==> src/rtl/mbox_pkg.sv <==
package mbox_pkg;

  typedef enum logic [3:0] {
    ST_IDLE,
    ST_PRE_RD,
    ST_PRE_WAIT,
    ST_CLR_WR,
    ST_ARG_WR,
    ST_CMD_WR,
    ST_POST_RD,
    ST_POST_WAIT,
    ST_RECOV_WR,
    ST_DATA_RD
  } seq_state_e;

  localparam int unsigned CODE_BUSY = 32'h0000_0000;
  localparam int unsigned CODE_OK   = 32'h0000_0001;
  localparam int unsigned CODE_FAIL = 32'h0000_00FF;

  function automatic int unsigned poll_cycles(input int unsigned us,
                                              input int unsigned cyc_per_us);
    return us * cyc_per_us;
  endfunction

  function automatic logic is_busy(input logic [31:0] v);
    return v == CODE_BUSY;
  endfunction

  function automatic logic is_fail(input logic [31:0] v);
    return v == CODE_FAIL;
  endfunction

endpackage

==> src/rtl/mbox_interval_timer.sv <==
module mbox_interval_timer #(
  parameter int unsigned INTERVAL = 1000,
  localparam int unsigned TW = (INTERVAL < 2) ? 1 : $clog2(INTERVAL)
) (
  input  logic clk,
  input  logic rst_n,
  input  logic start,
  input  logic run,
  output logic expired
);
  logic [TW-1:0] cnt_q;

  always_ff @(posedge clk) begin
    if (!rst_n)
      cnt_q <= '0;
    else if (start)
      cnt_q <= TW'(INTERVAL - 1);
    else if (run && cnt_q != '0)
      cnt_q <= cnt_q - 1'b1;
  end

  assign expired = (cnt_q == '0);
endmodule

==> src/rtl/mbox_retry_budget.sv <==
module mbox_retry_budget #(
  parameter int unsigned RETRY_W = 18
) (
  input  logic               clk,
  input  logic               rst_n,
  input  logic               load,
  input  logic               use_one,
  input  logic [RETRY_W-1:0] limit,
  output logic               spent
);
  logic [RETRY_W-1:0] left_q;

  always_ff @(posedge clk) begin
    if (!rst_n)
      left_q <= '0;
    else if (load)
      left_q <= limit;
    else if (use_one && left_q != '0)
      left_q <= left_q - 1'b1;
  end

  assign spent = (left_q == '0);
endmodule

==> src/rtl/mbox_access_gen.sv <==
module mbox_access_gen
  import mbox_pkg::*;
#(
  parameter int unsigned DATA_W   = 32,
  parameter int unsigned ADDR_W   = 8,
  parameter int unsigned ID_W     = 8,
  parameter logic [ADDR_W-1:0] STS_ADDR = 8'h10,
  parameter logic [ADDR_W-1:0] ARG_ADDR = 8'h14,
  parameter logic [ADDR_W-1:0] CMD_ADDR = 8'h18
) (
  input  seq_state_e        state,
  input  logic [ID_W-1:0]   cmd_id,
  input  logic [DATA_W-1:0] cmd_arg,
  output logic              acc_req,
  output logic              acc_we,
  output logic [ADDR_W-1:0] acc_addr,
  output logic [DATA_W-1:0] acc_wdata
);
  always_comb begin
    acc_req   = 1'b1;
    acc_we    = 1'b0;
    acc_addr  = STS_ADDR;
    acc_wdata = '0;
    unique case (state)
      ST_PRE_RD, ST_POST_RD: begin
        acc_addr = STS_ADDR;
      end
      ST_CLR_WR: begin
        acc_we    = 1'b1;
        acc_wdata = DATA_W'(CODE_BUSY);
      end
      ST_ARG_WR: begin
        acc_we    = 1'b1;
        acc_addr  = ARG_ADDR;
        acc_wdata = cmd_arg;
      end
      ST_CMD_WR: begin
        acc_we    = 1'b1;
        acc_addr  = CMD_ADDR;
        acc_wdata = {{(DATA_W-ID_W){1'b0}}, cmd_id};
      end
      ST_RECOV_WR: begin
        acc_we    = 1'b1;
        acc_wdata = DATA_W'(CODE_OK);
      end
      ST_DATA_RD: begin
        acc_addr = ARG_ADDR;
      end
      default: begin
        acc_req = 1'b0;
      end
    endcase
  end
endmodule

==> src/rtl/mbox_cmd_seq.sv <==
module mbox_cmd_seq
  import mbox_pkg::*;
#(
  parameter int unsigned DATA_W     = 32,
  parameter int unsigned ADDR_W     = 8,
  parameter int unsigned ID_W       = 8,
  parameter int unsigned RETRY_W    = 18,
  parameter int unsigned POLL_US    = 10,
  parameter int unsigned CYC_PER_US = 100,
  parameter logic [ADDR_W-1:0] STS_ADDR = 8'h10,
  parameter logic [ADDR_W-1:0] ARG_ADDR = 8'h14,
  parameter logic [ADDR_W-1:0] CMD_ADDR = 8'h18
) (
  input  logic               clk,
  input  logic               rst_n,
  input  logic               req_valid,
  output logic               req_ready,
  input  logic [ID_W-1:0]    req_id,
  input  logic [DATA_W-1:0]  req_arg,
  input  logic [RETRY_W-1:0] retry_limit,
  output logic               rsp_valid,
  output logic               rsp_ok,
  output logic               rsp_fail,
  output logic               rsp_timeout,
  output logic [DATA_W-1:0]  rsp_data,
  output logic [ID_W-1:0]    rsp_id,
  output logic [DATA_W-1:0]  rsp_arg,
  output logic               bus_req,
  output logic               bus_we,
  output logic [ADDR_W-1:0]  bus_addr,
  output logic [DATA_W-1:0]  bus_wdata,
  input  logic               bus_ack,
  input  logic [DATA_W-1:0]  bus_rdata
);
  localparam int unsigned INTERVAL = poll_cycles(POLL_US, CYC_PER_US);

  seq_state_e        state_q, state_d;
  logic [ID_W-1:0]   id_q;
  logic [DATA_W-1:0] arg_q;

  // named internal events
  logic acc_done, rd_busy, rd_fail, take_req;
  logic budget_load, budget_use, budget_spent;
  logic tmr_start, tmr_run, tmr_expired;
  logic fin_ok, fin_fail, fin_to;

  assign take_req = req_valid && (state_q == ST_IDLE);
  assign acc_done = bus_req && bus_ack;
  assign rd_busy  = acc_done && !bus_we && is_busy(32'(bus_rdata));
  assign rd_fail  = acc_done && !bus_we && is_fail(32'(bus_rdata));

  mbox_access_gen #(
    .DATA_W(DATA_W), .ADDR_W(ADDR_W), .ID_W(ID_W),
    .STS_ADDR(STS_ADDR), .ARG_ADDR(ARG_ADDR), .CMD_ADDR(CMD_ADDR)
  ) u_acc (
    .state    (state_q),
    .cmd_id   (id_q),
    .cmd_arg  (arg_q),
    .acc_req  (bus_req),
    .acc_we   (bus_we),
    .acc_addr (bus_addr),
    .acc_wdata(bus_wdata)
  );

  mbox_retry_budget #(.RETRY_W(RETRY_W)) u_budget (
    .clk    (clk),
    .rst_n  (rst_n),
    .load   (budget_load),
    .use_one(budget_use),
    .limit  (retry_limit),
    .spent  (budget_spent)
  );

  mbox_interval_timer #(.INTERVAL(INTERVAL)) u_timer (
    .clk    (clk),
    .rst_n  (rst_n),
    .start  (tmr_start),
    .run    (tmr_run),
    .expired(tmr_expired)
  );

  assign tmr_run = (state_q == ST_PRE_WAIT) || (state_q == ST_POST_WAIT);

  always_comb begin
    state_d     = state_q;
    budget_load = 1'b0;
    budget_use  = 1'b0;
    tmr_start   = 1'b0;
    fin_ok      = 1'b0;
    fin_fail    = 1'b0;
    fin_to      = 1'b0;
    unique case (state_q)
      ST_IDLE: begin
        if (take_req) begin
          state_d     = ST_PRE_RD;
          budget_load = 1'b1;
        end
      end
      ST_PRE_RD, ST_POST_RD: begin
        if (acc_done) begin
          if (!rd_busy) begin
            if (state_q == ST_PRE_RD) state_d = ST_CLR_WR;
            else if (rd_fail)         state_d = ST_RECOV_WR;
            else                      state_d = ST_DATA_RD;
          end else if (budget_spent) begin
            state_d = ST_IDLE;
            fin_to  = 1'b1;
          end else begin
            state_d    = (state_q == ST_PRE_RD) ? ST_PRE_WAIT : ST_POST_WAIT;
            budget_use = 1'b1;
            tmr_start  = 1'b1;
          end
        end
      end
      ST_PRE_WAIT:  if (tmr_expired) state_d = ST_PRE_RD;
      ST_POST_WAIT: if (tmr_expired) state_d = ST_POST_RD;
      ST_CLR_WR:    if (acc_done) state_d = ST_ARG_WR;
      ST_ARG_WR:    if (acc_done) state_d = ST_CMD_WR;
      ST_CMD_WR: begin
        if (acc_done) begin
          state_d     = ST_POST_RD;
          budget_load = 1'b1;
        end
      end
      ST_RECOV_WR: begin
        if (acc_done) begin
          state_d  = ST_IDLE;
          fin_fail = 1'b1;
        end
      end
      ST_DATA_RD: begin
        if (acc_done) begin
          state_d = ST_IDLE;
          fin_ok  = 1'b1;
        end
      end
      default: state_d = ST_IDLE;
    endcase
  end

  always_ff @(posedge clk) begin
    if (!rst_n) begin
      state_q     <= ST_IDLE;
      id_q        <= '0;
      arg_q       <= '0;
      rsp_valid   <= 1'b0;
      rsp_ok      <= 1'b0;
      rsp_fail    <= 1'b0;
      rsp_timeout <= 1'b0;
      rsp_data    <= '0;
      rsp_id      <= '0;
      rsp_arg     <= '0;
    end else begin
      state_q     <= state_d;
      rsp_valid   <= fin_ok || fin_fail || fin_to;
      rsp_ok      <= fin_ok;
      rsp_fail    <= fin_fail;
      rsp_timeout <= fin_to;
      rsp_data    <= fin_ok ? bus_rdata : '0;
      if (take_req) begin
        id_q  <= req_id;
        arg_q <= req_arg;
      end
      if (fin_ok || fin_fail || fin_to) begin
        rsp_id  <= id_q;
        rsp_arg <= arg_q;
      end
    end
  end

  assign req_ready = (state_q == ST_IDLE);
endmodule

==> config.mk <==
export PLATFORM = sky130hd
export DESIGN_NAME = mbox_cmd_seq
export DESIGN_NICKNAME = d
export VERILOG_FILES = /design/src/rtl/mbox_pkg.sv /design/src/rtl/mbox_interval_timer.sv /design/src/rtl/mbox_retry_budget.sv /design/src/rtl/mbox_access_gen.sv /design/src/rtl/mbox_cmd_seq.sv
export SDC_FILE = /design/constraint.sdc
export NUM_CORES = 1
export LEC_CHECK = 0
export ABC_AREA = 1
export CAP_MARGIN = 20
export CORE_MARGIN = 3
export CORE_UTILIZATION = 46
export DETAILED_ROUTE_END_ITERATION = 8
export PLACE_DENSITY = 0.82
export REMOVE_ABC_BUFFERS = 1
export SYNTH_ARGS = -nofsm -noshare
export SYNTH_HDL_FRONTEND = slang
export SYNTH_SLANG_ARGS = --single-unit
==> constraint.sdc <==
create_clock -name clk -period 2.48 [get_ports clk]
set_clock_uncertainty 0.05 [all_clocks]
set_input_delay 0.496 -clock clk [delete_from_list [all_inputs] [get_ports clk]]
set_output_delay 0.496 -clock clk [all_outputs]
set_load 0.01 [all_outputs]
==> run summary, run 1 <==
The leakage power is 4.20 nW. The remaining routing DRC violations came out at 0. The die extent in y came out at 125 um. The top achievable clock speed is 420 MHz. The initial antenna violation count came out at 0. The area of the die came out at 0.0156 mm2. After synthesis, the largest family of logic cells by area is simple AND/OR/NAND/NOR gates. The worst hold path begins at u_budget.left_q[1]$_SDFFE_PN0P_. The wire length of the first global-routing pass came out at 29.7 mm. The average instance area after synthesis is 7.26 um2.

The count of unique library cells instantiated by Yosys is 39. The post-synthesis cell area came out at 0.00650 mm2. The sequential share of the synthesized area is 45.6%. The core box area is 0.0135 mm2.

Compared with the post-synthesis result, the final layout area differs by 44.0%. The total routing usage reported by global routing came out at 23.2%. The worst setup path startpoint is state_q[2]$_SDFFE_PN0P_. The critical path class is reg2out. The average routed wire per standard cell came out at 14.4 um. The tool flagged a number of max-cap violations equal to 0. For this run, asynchronously set or reset flops after synthesis account for 0%. The total of flip-flops plus latches after synthesis came out at 148. The count of flip-flops with a built-in enable after synthesis came out at 0. The worst register-to-register path begins at u_budget.left_q[0]$_SDFFE_PN0P_. Among all flip-flop cells after synthesis, the most frequent one is sky130_fd_sc_hd__dfxtp_1. The final layout net count is 1,201.

The min-delay analysis places its worst path in the category reg2reg. The flow ran to the end, and the final reports show no timing, DRC or antenna violations. Counting both buffers and inverters, the worst setup path holds a total of 3. On the critical path, the stage with the largest delay is an instance of sky130_fd_sc_hd__clkdlybuf4s50_1. The depth of the CTS H-tree came out at 4. The internal power is 0.00500 W. Dividing the detail-routed via count by the number of cells gives 4.98. The switching share of power is 35.0%. The worst setup path is captured at an output pin. Of the total synthesized cell area, the portion taken by full adders, half adders and majority gates is 0.385%. Sequential cells account for 38.7% of the total power.

The fraction of synthesized cell area taken by the top area cell type came out at 45.6%. The number of buffers inserted by hold repair at cts came out at 0. The placer congestion estimate came out at 0.895. The total of fill cells in the finished design came out at 1,066. For this run, global-route usage on met1 was measured as 27.2%.

Data on the critical path is required at its endpoint by 1.93 ns. The final critical-path setup slack is 0.0986 ns. Summing the areas of all and, or, nand and nor instances in the mapped netlist gives 26.3% of the synthesized area.

The cell sitting at the root of the clock tree is a sky130_fd_sc_hd__clkbuf_16. Traced cell by cell, the critical path runs through buf_4 > nor2_4 > inv_2 > nor2_4 > clkdlybuf4s50_1. The clock network is responsible for 30.7% of the overall power. The kind of start point of the critical path is a flip-flop. The area of combinational cells with multiple inputs is 0.00287 mm2.

The largest voltage drop on the vdd net came out at 0.000569 V. The cell type with the highest occurrence count on the critical path is sky130_fd_sc_hd__nor2_4. Detailed routing inserted a total of 6,443 vias.

Yosys printed 0 warnings. The post-route setup TNS is 0 ns. met2 is the most crowded layer.

The share of power burned in combinational logic is 30.6%. The hold violation total from the final report is 0. The routed design could run at a clock period as short as 2.38 ns.

For the worst setup path, the data arrival time is 1.84 ns. The count of buffers added on input and output ports is 206. Dividing total power by cell area gives a power density of 822 mW/mm2. The total clock sinks came out at 148. Yosys attributes the largest share of cell area to sky130_fd_sc_hd__dfxtp_1 (46%), sky130_fd_sc_hd__nor2_1 (9.1%), sky130_fd_sc_hd__inv_1 (6.4%), sky130_fd_sc_hd__nand2_1 (6.0%), sky130_fd_sc_hd__a21oi_1 (5.3%).

The synthesized netlist cell count is 896. Of the total synthesized cell area, the portion taken by XOR and XNOR cells is 1.48%. The share of synthesized area spent on multiplexers is 0%. The number of buffers created by CTS is 17. The detailed placement HPWL came out at 13.0 mm. Summed over all nets, the switching power comes to 0.00269 W. The maximum number of pins on one net before global-route repair is 94.

For this configuration, the core starts out at a cell density of 48.1%. In the final layout, the share of cells above drive strength 1 is 13.9%. On the worst path, the slowest cell contributes a delay of 0.59 ns. The clock latency on the worst-skew pair came out at 0.42 ns. The total congestion overflow after global routing came out at 0. The placement row count is 42. TritonCTS built the clock tree. The number of inserted diodes came out at 0. The met2 track utilization from global routing is 41.8%. The final-report max-slew violation count was 0. The I/O pin count is 213. The standard cell area after detailed placement is 0.00878 mm2. The number of global-route vias before repair is 6,089.

Clock-pin slew was measured on the worst setup and hold paths at 0.06 ns. Of the available clock period, the critical path in the final layout requires 96.0%. The number of buffers on the longest clock path is 2.

The combined flip-flop and latch cell area came out at 0.00297 mm2. Setup repair after global routing left no endpoint under its margin. After routing the design area is 0.00936 mm2. In this run the horizontal extent of the chip is 125 um. Summed over all instances, the cell type with the most area after synthesis is sky130_fd_sc_hd__dfxtp_1. The kind of cell adding the most delay to the critical path is buffers and inverters. The number of DRC violations after detailed-routing iteration 0 came out at 504. The post-placement worst setup slack is -0.103 ns. The maximum fanout along the worst path came out at 5. The remaining antenna violation count after routing came out at 0.

The met3 demand-to-capacity share in global routing is 5.57%. The compound-gate portion of the synthesized area came out at 14.8%. The first-pass iteration count of the detailed router came out at 5. The number of setup violations in the final report came out at 0.

The routed design has 18.7 mm of wire.
[routing by layer]
layer / part of all wire, % / wire length [um] / up-vias
li1: - / - / 3233
met3: 6.2 / 1160 / 29
met2: 51 / 9490 / 227
met4: 2.0 / 377 / 0
met5: 0 / 0 / -
met1: 41 / 7640 / 2954
[state kept, by name, indices dropped and copies added, names as in the netlist]
register	cells
arg_q	32
id_q	8
rsp_arg	32
rsp_data	32
rsp_fail	1
rsp_id	8
rsp_ok	1
rsp_timeout	1
rsp_valid	1
state_q	4
u_budget.left_q	18
u_timer.cnt_q	10
[cell usage after synthesis, types with 2 or more instances]
| master | n |
|---|---|
| sky130_fd_sc_hd__xnor2_1 | 4 |
| sky130_fd_sc_hd__nor2_4 | 3 |
| sky130_fd_sc_hd__inv_2 | 8 |
| sky130_fd_sc_hd__buf_4 | 7 |
| sky130_fd_sc_hd__nor2_1 | 158 |
| sky130_fd_sc_hd__buf_2 | 5 |
| sky130_fd_sc_hd__o21ai_0 | 68 |
| sky130_fd_sc_hd__nand3_1 | 31 |
| sky130_fd_sc_hd__ha_1 | 2 |
| sky130_fd_sc_hd__nor3_1 | 7 |
| sky130_fd_sc_hd__buf_6 | 9 |
| sky130_fd_sc_hd__nor2_2 | 46 |
| sky130_fd_sc_hd__clkbuf_1 | 25 |
| sky130_fd_sc_hd__conb_1 | 2 |
| sky130_fd_sc_hd__a21oi_1 | 69 |
| sky130_fd_sc_hd__xor2_1 | 7 |
| sky130_fd_sc_hd__nand2_4 | 2 |
| sky130_fd_sc_hd__nor4_1 | 2 |
| sky130_fd_sc_hd__inv_1 | 111 |
| sky130_fd_sc_hd__nand4_1 | 7 |
| sky130_fd_sc_hd__o22ai_1 | 7 |
| sky130_fd_sc_hd__nand2_2 | 7 |
| sky130_fd_sc_hd__nand3_2 | 3 |
| sky130_fd_sc_hd__or2_2 | 3 |
| sky130_fd_sc_hd__o21ai_1 | 38 |
| sky130_fd_sc_hd__nand2_1 | 104 |
| sky130_fd_sc_hd__dfxtp_1 | 148 |
| sky130_fd_sc_hd__a31oi_1 | 2 |
[per-stage QoR]
step,power [W],utilization [%],hold slack (ns),std cells
after floorplan,0.00446,-,0.394,853
after global placement,0.00526,65.0,0.413,1258
after detailed placement,0.00531,65.0,0.418,1258
after CTS,0.00769,69.1,0.427,1294
after global routing,0.00815,69.3,0.452,1294
final,0.00770,69.3,0.426,1294
[worst paths after layout]
check | slack (ns) | cells past startpoint | endpoint
worst max-delay path | 0.1 | 5 | req_ready
worst min-delay path | 0.43 | 2 | u_budget.left_q[1]$_SDFFE_PN0P_
worst min register to register | 0.43 | 2 | u_budget.left_q[1]$_SDFFE_PN0P_
worst max register to register | 0.25 | 12 | rsp_arg[26]$_SDFFE_PN0P_
[cell usage in the layout, fill, tap and decap left out, types with 27 or more instances in the layout]
master / n
sky130_fd_sc_hd__a21oi_1: 69
sky130_fd_sc_hd__clkdlybuf4s50_1: 169
sky130_fd_sc_hd__dlygate4sd2_1: 27
sky130_fd_sc_hd__nor2_2: 45
sky130_fd_sc_hd__nor2_1: 156
sky130_fd_sc_hd__inv_1: 108
sky130_fd_sc_hd__o21ai_1: 38
sky130_fd_sc_hd__dfxtp_1: 146
sky130_fd_sc_hd__nand3_1: 31
sky130_fd_sc_hd__o21ai_0: 68
sky130_fd_sc_hd__nand2_1: 103
[power groups by stage]
stage / clock (W) / combinational [W] / sequential (W)
2_1_floorplan: 0 / 0.00147 / 0.00299
3_3_place_gp: 0 / 0.00225 / 0.00301
3_5_place_dp: 0 / 0.00230 / 0.00301
4_1_cts: 0.00239 / 0.00233 / 0.00297
5_1_grt: 0.00249 / 0.00264 / 0.00302
6_report: 0.00236 / 0.00236 / 0.00298
[final cells by class]
| class | count | area share, % |
|---|---|---|
| tap | 176 | 2.35 |
| inverter | 121 | 4.93 |
| sequential | 148 | 31.7 |
| multi-input combinational | 584 | 30.6 |
| clock buffer | 21 | 5.03 |
| clock inverter | 11 | 0.829 |
| timing repair buffer | 233 | 24.5 |
[cells by family after synthesis]
kind of cell               count (synthesis)
and+or+nand+nor                          377
AOI/OAI and AO/OA                        188
buffers and inverters                    168
DFF                                      148
xor gates and xnor gates                  11
adders and majority gates                  2
other                                      2
[worst min-delay path: cells and delay by family (launching register included)]
kind | cells | cell delay, ns
compound gates | 1 | 0.06
buf+inv | 1 | 0.07
flops | 1 | 0.31
[repair_timing]
action / in CTS / in global routing
setup endpoints to repair: 35 / 9
buffers inserted: 4 / 0
resized for setup: 73 / 9
pin swaps: 1 / 0
cloned: 0 / 0
Note: power is estimated with default switching activity, not from simulation.
==> inputs of run 2 (changes only) <==
- CORE_UTILIZATION: 46 -> 50
- PLACE_DENSITY: 0.82 -> 0.95
- clock period: 2.48 -> 3 ns (I/O delays scaled with it)
==> run 2 against run 1 <==
Compared with the run above: utilization up 3.5 points; clock power down 8%; critical path type unchanged; via count up 3.1%; first-iteration DRC count up 6.3%; sequential cell count unchanged; clock-buffer cell count down 1.
==> run summary, run 2 (synthesis results as in run 1) <==
The total routing usage reported by global routing is 27.9%. The maximum number of pins on one net before global-route repair came out at 81. The total clock sinks came out at 148. The worst slew margin relative to its limit came out at 45.3%. Of the total power, the clock network draws 33.3%. Traced cell by cell, the critical path runs through inv_1 > nand2_1 > nor2_2 > clkinv_1 > buf_8 > nor2_1 > clkdlybuf4s50_1. The top achievable clock speed is 340 MHz. The wire length of the first global-routing pass is 32.2 mm. The delay of the slowest cell on the worst path is 0.56 ns.

The worst setup path is launched from a flip-flop. The sum of internal, switching and leakage power came out at 0.00654 W. On the critical path, the stage with the largest delay is an instance of sky130_fd_sc_hd__clkdlybuf4s50_1.

The detailed placement HPWL came out at 13.5 mm. The die width is 120 um. The run finished with clean final reports.

The maximum fanout along the worst path is 34. The area of all placed cells without fillers came out at 0.00922 mm2. Once the clock tree was built, the setup fixing pass inserted 0 buffers. In this run the most critical hold path is launched from arg_q[20]$_SDFFE_PN0P_. The number of buffers on the longest clock path is 2. The number of DRC violations after detailed-routing iteration 0 is 536. The top cell types in the final layout, fill and taps aside, are sky130_fd_sc_hd__clkdlybuf4s50_1 (195), sky130_fd_sc_hd__nor2_1 (156), sky130_fd_sc_hd__dfxtp_1 (147), sky130_fd_sc_hd__inv_1 (111), sky130_fd_sc_hd__nand2_1 (104).

The clock-pin slew of the registers on the worst-case setup and hold paths came out at 0.06 ns. For the worst flop-to-flop path, the logic depth is 11. The placement row count is 41. The transition time at the pin with the least slew margin is 0.820 ns. The number of setup violations in the final report is 0. The number of global-route vias before repair was 6,627.

The final critical-path setup slack is 0.0598 ns. The routed design has 20.2 mm of wire. In this run the critical register-to-register path is launched from u_budget.left_q[0]$_SDFFE_PN0P_.

The remaining routing DRC violations is 0. The hold violation total from the final report is 0. The cell chosen for the clock root is sky130_fd_sc_hd__clkbuf_16. Global routing finished with a remaining overflow of 0.

After floorplanning, the core was sized to cover 0.0127 mm2. The final-report max-slew violation count came out at 0. The final layout net count is 1,183. In this run switching power makes up 34.2% of total power. The share of layout cells above drive strength 1 is 10.8%.

VDD sags by at most 0.000507 V. The worst-case register-to-register setup slack is 0.50 ns. The number of inserted diodes came out at 0. The critical path class is reg2out. The most frequent standard cell in the layout excluding fill and tap cells is sky130_fd_sc_hd__clkdlybuf4s50_1. Final hold analysis gives a worst-case slack of 0.435 ns. The via count came out at 6,643. Relative to the synthesized area, the layout overhead comes to 41.8%. The number of buffers created by CTS is 17. The standard cell area after detailed placement is 0.00859 mm2.

For this design the static power due to leakage is 4.03 nW. The die is 120 um tall. The largest registers in the layout are arg_q: 32 flops, rsp_arg: 32 flops, rsp_data: 32 flops. Cell internal power was estimated by the tool at 0.00430 W. The minimum clock period came out at 2.94 ns. The sequential fraction of design power is 37.9%.

For this design the ratio of total power to cell area is 710 mW/mm2. Max-cap violations in this run came to 0. In this run the critical register-to-register path is captured at rsp_arg[12]$_SDFFE_PN0P_. The initial antenna violation count is 0. The I/O pin count is 213. TritonCTS built the clock tree.

The arrival time of data at the critical path endpoint is 2.29 ns. The depth of the CTS H-tree came out at 4. The sink of the worst hold path is arg_q[20]$_SDFFE_PN0P_. The effective utilization at floorplan is 51.3%. After layout, the worst path uses 98.0% of the clock period. The placer congestion estimate came out at 0.959. The vias per cell came out at 5.22. In this run the tool buffered the top-level ports with 206 buffer cells. The first-pass iteration count of the detailed router came out at 6. The area of the die came out at 0.0144 mm2. The sort of element at the end of the critical path is an output pin. The total of fill cells in the finished design came out at 861. For the worst-skew pair, the clock arrives at the later sink with an insertion delay of 0.43 ns. The average routed wire per standard cell came out at 15.9 um. The post-placement worst setup slack is -0.0220 ns. The type of the most critical hold path is reg2reg. The required time of the critical path came out at 2.35 ns. The remaining antenna violation count after routing came out at 0. The share of power burned in combinational logic is 28.8%. The net load switching power came out at 0.00224 W.

The count of cells along the worst hold path is 2.
-- run 2: cell types whose count changed in the layout (fill, tap and decap cells not counted), moves of 3 or more --
cell	previous run	this run
sky130_fd_sc_hd__dlymetal6s2s_1	1	4
sky130_fd_sc_hd__o22ai_2	4	0
sky130_fd_sc_hd__bufinv_16	0	3
sky130_fd_sc_hd__o22ai_1	3	7
sky130_fd_sc_hd__dlygate4sd2_1	27	6
sky130_fd_sc_hd__inv_1	108	111
sky130_fd_sc_hd__nor2_2	45	48
sky130_fd_sc_hd__clkdlybuf4s50_1	169	195
sky130_fd_sc_hd__nor2_4	6	3
sky130_fd_sc_hd__buf_2	9	1
sky130_fd_sc_hd__buf_4	17	7
sky130_fd_sc_hd__buf_12	8	1
-- run 2: how the worst max path moves through the flow --
stage                     slack [ns]                    start  cells after the start                         endpoint
after floorplan                -0.05  state_q[2]$_SDFFE_PN0P_                      8  u_budget.left_q[0]$_SDFFE_PN0P_
after global placement           0.1             bus_rdata[9]                     13          rsp_arg[0]$_SDFFE_PN0P_
after detailed placement       -0.02            bus_rdata[13]                     13         rsp_arg[14]$_SDFFE_PN0P_
after CTS                       0.04  state_q[0]$_SDFFE_PN0P_                      7                     bus_wdata[2]
after global routing         -0.0004  state_q[3]$_SDFFE_PN0P_                      7                    bus_wdata[13]
final                           0.06  state_q[3]$_SDFFE_PN0P_                      7                    bus_wdata[13]
-- run 2: repair_timing --
item / in CTS / in global routing
setup endpoints to repair: 12 / 27
resized for setup: 8 / 8
hold buffers: 0 / 0
-- run 2: power groups by stage --
stage	combinational (W)	sequential, W	clock, W
floorplan	0.00121	0.00247	0
global route	0.00210	0.00250	0.00227
CTS	0.00186	0.00247	0.00220
detailed placement	0.00182	0.00250	0
global placement	0.00176	0.00249	0
finish	0.00188	0.00248	0.00218
-- run 2: layout make-up --
cell class,count,area [um2],share of cell area (%)
repair buffers,215,2150,23.3
clock buffers,20,457,4.95
well taps,172,215,2.33
clock inverters,12,154,1.67
flip-flops and latches,148,2960,32.2
multi-input cells,584,2830,30.6
inverters,121,457,4.95
-- run 2: layer usage --
layer,part of all wire [%],vias to the layer above,GRT usage [%]
li1,-,3199,-
met1,38,3063,30.0
met2,51,291,49.4
met3,6.8,90,6.22
met4,5.1,0,17.5
met5,0,-,0
-- run 2: critical path, delay by kind of cell, from the launching register on --
family        cells  cell delay, ns
simple gates      3            0.49
flops             1            0.35
buf+inv           4            1.01
-- run 2: per-stage QoR --
stage                     setup TNS [ns]  std cells  utilization, %
after CTS                              0       1272            72.6
after global routing           -0.000364       1272            72.8
final                                  0       1272            72.8
after global placement                 0       1240            67.8
after floorplan                   -0.510        853               -
after detailed placement         -0.0269       1240            67.8
==> inputs of run 3 (changes only) <==
- REMOVE_ABC_BUFFERS: 1 -> default
==> run 3 against run 2 <==
Compared with the run above: design area about the same; via count fell by 0.66%; utilization up 0.069 points; first-iteration DRC count is 2.8% higher; largest power group unchanged.
==> run summary, run 3 (synthesis results as in run 1) <==
The total routing usage reported by global routing is 26.9%. The die extent in y is 120 um. The maximum number of pins on one net before global-route repair is 81. The cell chosen for the clock root is sky130_fd_sc_hd__clkbuf_16. The portion of the clock cycle consumed by the worst path in the final layout came out at 96.5%. The cell depth of the worst flop-to-flop path came out at 12. Counting along the longest clock path gives a buffer depth of 2. The detailed placement HPWL came out at 13.3 mm. 0 antenna diodes ended up in the layout.

The hold violation total from the final report came out at 0. The total placed cells including tap cells came out at 1,240. The depth of the CTS H-tree came out at 4.

The top achievable clock speed came out at 345 MHz. 213 I/O pins were placed. Leaving out fill and tap cells, the most frequent cells in the layout are sky130_fd_sc_hd__clkdlybuf4s50_1 (195), sky130_fd_sc_hd__nor2_1 (157), sky130_fd_sc_hd__dfxtp_1 (146), sky130_fd_sc_hd__inv_1 (110), sky130_fd_sc_hd__nand2_1 (104). The first-pass iteration count of the detailed router came out at 8. The average routed wire per standard cell is 15.5 um. The max-capacitance violation count came out at 0. The number of setup violations in the final report is 0. The signed area change from the synthesized netlist to the final layout came out at 41.9%.

The sort of element at the end of the critical path is an output pin. The vias per cell came out at 5.19. The count of cells along the worst hold path is 2. The clock tree from TritonCTS is built.

The number of global-route vias before repair came out at 6,464. The core box area came out at 0.0127 mm2. The final layout net count came out at 1,183. Along the worst path, the maximum fanout reaches 33. The area of the die is 0.0144 mm2. Setup repair after global routing left no endpoint under its margin. The post-route netlist has 10.9% of its cells at a drive strength greater than 1. The required time of the critical path came out at 2.35 ns. The final-report max-slew violation count is 0. The floorplan has 41 rows. For this run the aggregate overflow at the end of global routing stands at 0. The non-filler instance count after layout came out at 1,272. The remaining routing DRC violations is 0. The power per unit of standard cell area is 716 mW/mm2. The largest voltage drop on the vdd net is 0.000428 V. The critical path in this run is classified as reg2out.

The worst slew margin relative to its limit came out at 44.0%. The clock-pin slew of the registers on the worst-case setup and hold paths came out at 0.06 ns. After clock tree synthesis, the setup repair step added 0 buffers. The placer congestion estimate is 0.875. The arrival time of data at the critical path endpoint came out at 2.25 ns. The wire length of the first global-routing pass is 31.2 mm. The clock latency on the worst-skew pair is 0.43 ns. The largest registers in the layout are arg_q: 32 flops, rsp_arg: 32 flops, rsp_data: 32 flops. For the pin with the worst max-slew slack, the measured transition is 0.834 ns. Hold repair after CTS inserted 0 buffers.

The routed layout has 6,599 vias. The initial antenna violation count came to 0. The type of the most critical hold path is reg2reg. The run finished with clean final reports. The total clock sinks is 148. The number of DRC violations after detailed-routing iteration 0 came out at 551. The minimum clock period is 2.90 ns. The remaining antenna violation count after routing came out at 0.

Counting the buffers created by CTS gives 17. The filler cells instantiated in the layout total 889. The effective utilization at floorplan is 51.3%. The die width came out at 120 um. The library cell used most frequently in the layout, excluding fill and tap cells, is sky130_fd_sc_hd__clkdlybuf4s50_1. The worst setup path is launched from a flip-flop. The worst-case hold slack is 0.427 ns. For this design the static power due to leakage is 4.09 nW. The quantity of I/O buffers inserted on ports came out at 206. In the final timing run, aggregate negative setup slack is 0 ns. The final layout contains routed wiring with a total length of 19.7 mm.
run 3: cell types whose count changed in the layout (fill, tap and decap cells not counted), sizes merged:
cell	previous run	this run
clkbuf	20	18
clkinv	6	4
clkinvlp	3	4
dlygate4sd2	6	1
dlymetal6s2s	4	9
inv	121	124
run 3: area by class of cell:
type	count	area [um2]	share of cell area, %
timing repair buffer	215	2160	23.4
multi-input combinational	584	2820	30.6
sequential	148	2970	32.1
inverter	121	457	4.95
clock buffer	18	429	4.65
clock inverter	14	176	1.91
tap	172	215	2.33
run 3: final timing paths:
| kind | slack, ns | endpoint | startpoint |
|---|---|---|---|
| hold reg to reg | 0.43 | arg_q[0]$_SDFFE_PN0P_ | arg_q[0]$_SDFFE_PN0P_ |
| setup reg to reg | 0.56 | rsp_arg[0]$_SDFFE_PN0P_ | u_budget.left_q[0]$_SDFFE_PN0P_ |
| hold / removal | 0.43 | arg_q[0]$_SDFFE_PN0P_ | arg_q[0]$_SDFFE_PN0P_ |
| setup / recovery | 0.10 | bus_wdata[17] | state_q[3]$_SDFFE_PN0P_ |
run 3: stage by stage:
step / cell area, um2 / util, % / setup WS, ns / total power (W)
after floorplan: 6520 / - / 1.00 / 0.00378
after global placement: 8590 / 67.8 / 0.111 / 0.00429
after detailed placement: 8590 / 67.8 / 0.0285 / 0.00437
after CTS: 9200 / 72.6 / 0.0255 / 0.00658
after global routing: 9230 / 72.8 / 0.0156 / 0.00696
final: 9230 / 72.8 / 0.104 / 0.00661
run 3: what timing repair did:
action / CTS / global route
pin swaps: 0 / 0
resized for setup: 4 / 11
setup endpoints to repair: 12 / 9
endpoints found under the hold margin: 0 / 0
run 3: power breakdown:
part           total, W  switching [W]  internal (W)  leakage [nW]
Clock           0.00221       0.000887       0.00132         0.285
Sequential      0.00248       0.000237       0.00224          1.21
Combinational   0.00192        0.00120      0.000722          2.60
Total           0.00661        0.00232       0.00428          4.09
run 3: routing by layer:
layer / wire [um] / global-route usage (%)
met3: 1370 / 6.97
met1: 7700 / 30.8
met5: 0 / 0
met4: 811 / 13.7
met2: 9780 / 46.3
run 3: worst max-delay path: stages (launching register included):
cell and delay, ns:
sky130_fd_sc_hd__dfxtp_1 0.36, sky130_fd_sc_hd__inv_1 0.12, sky130_fd_sc_hd__nand2_1 0.12, sky130_fd_sc_hd__nor2_1 0.17, sky130_fd_sc_hd__clkinv_1 0.14, sky130_fd_sc_hd__buf_6 0.22, sky130_fd_sc_hd__nor2_1 0.14, sky130_fd_sc_hd__clkdlybuf4s50_1 0.55
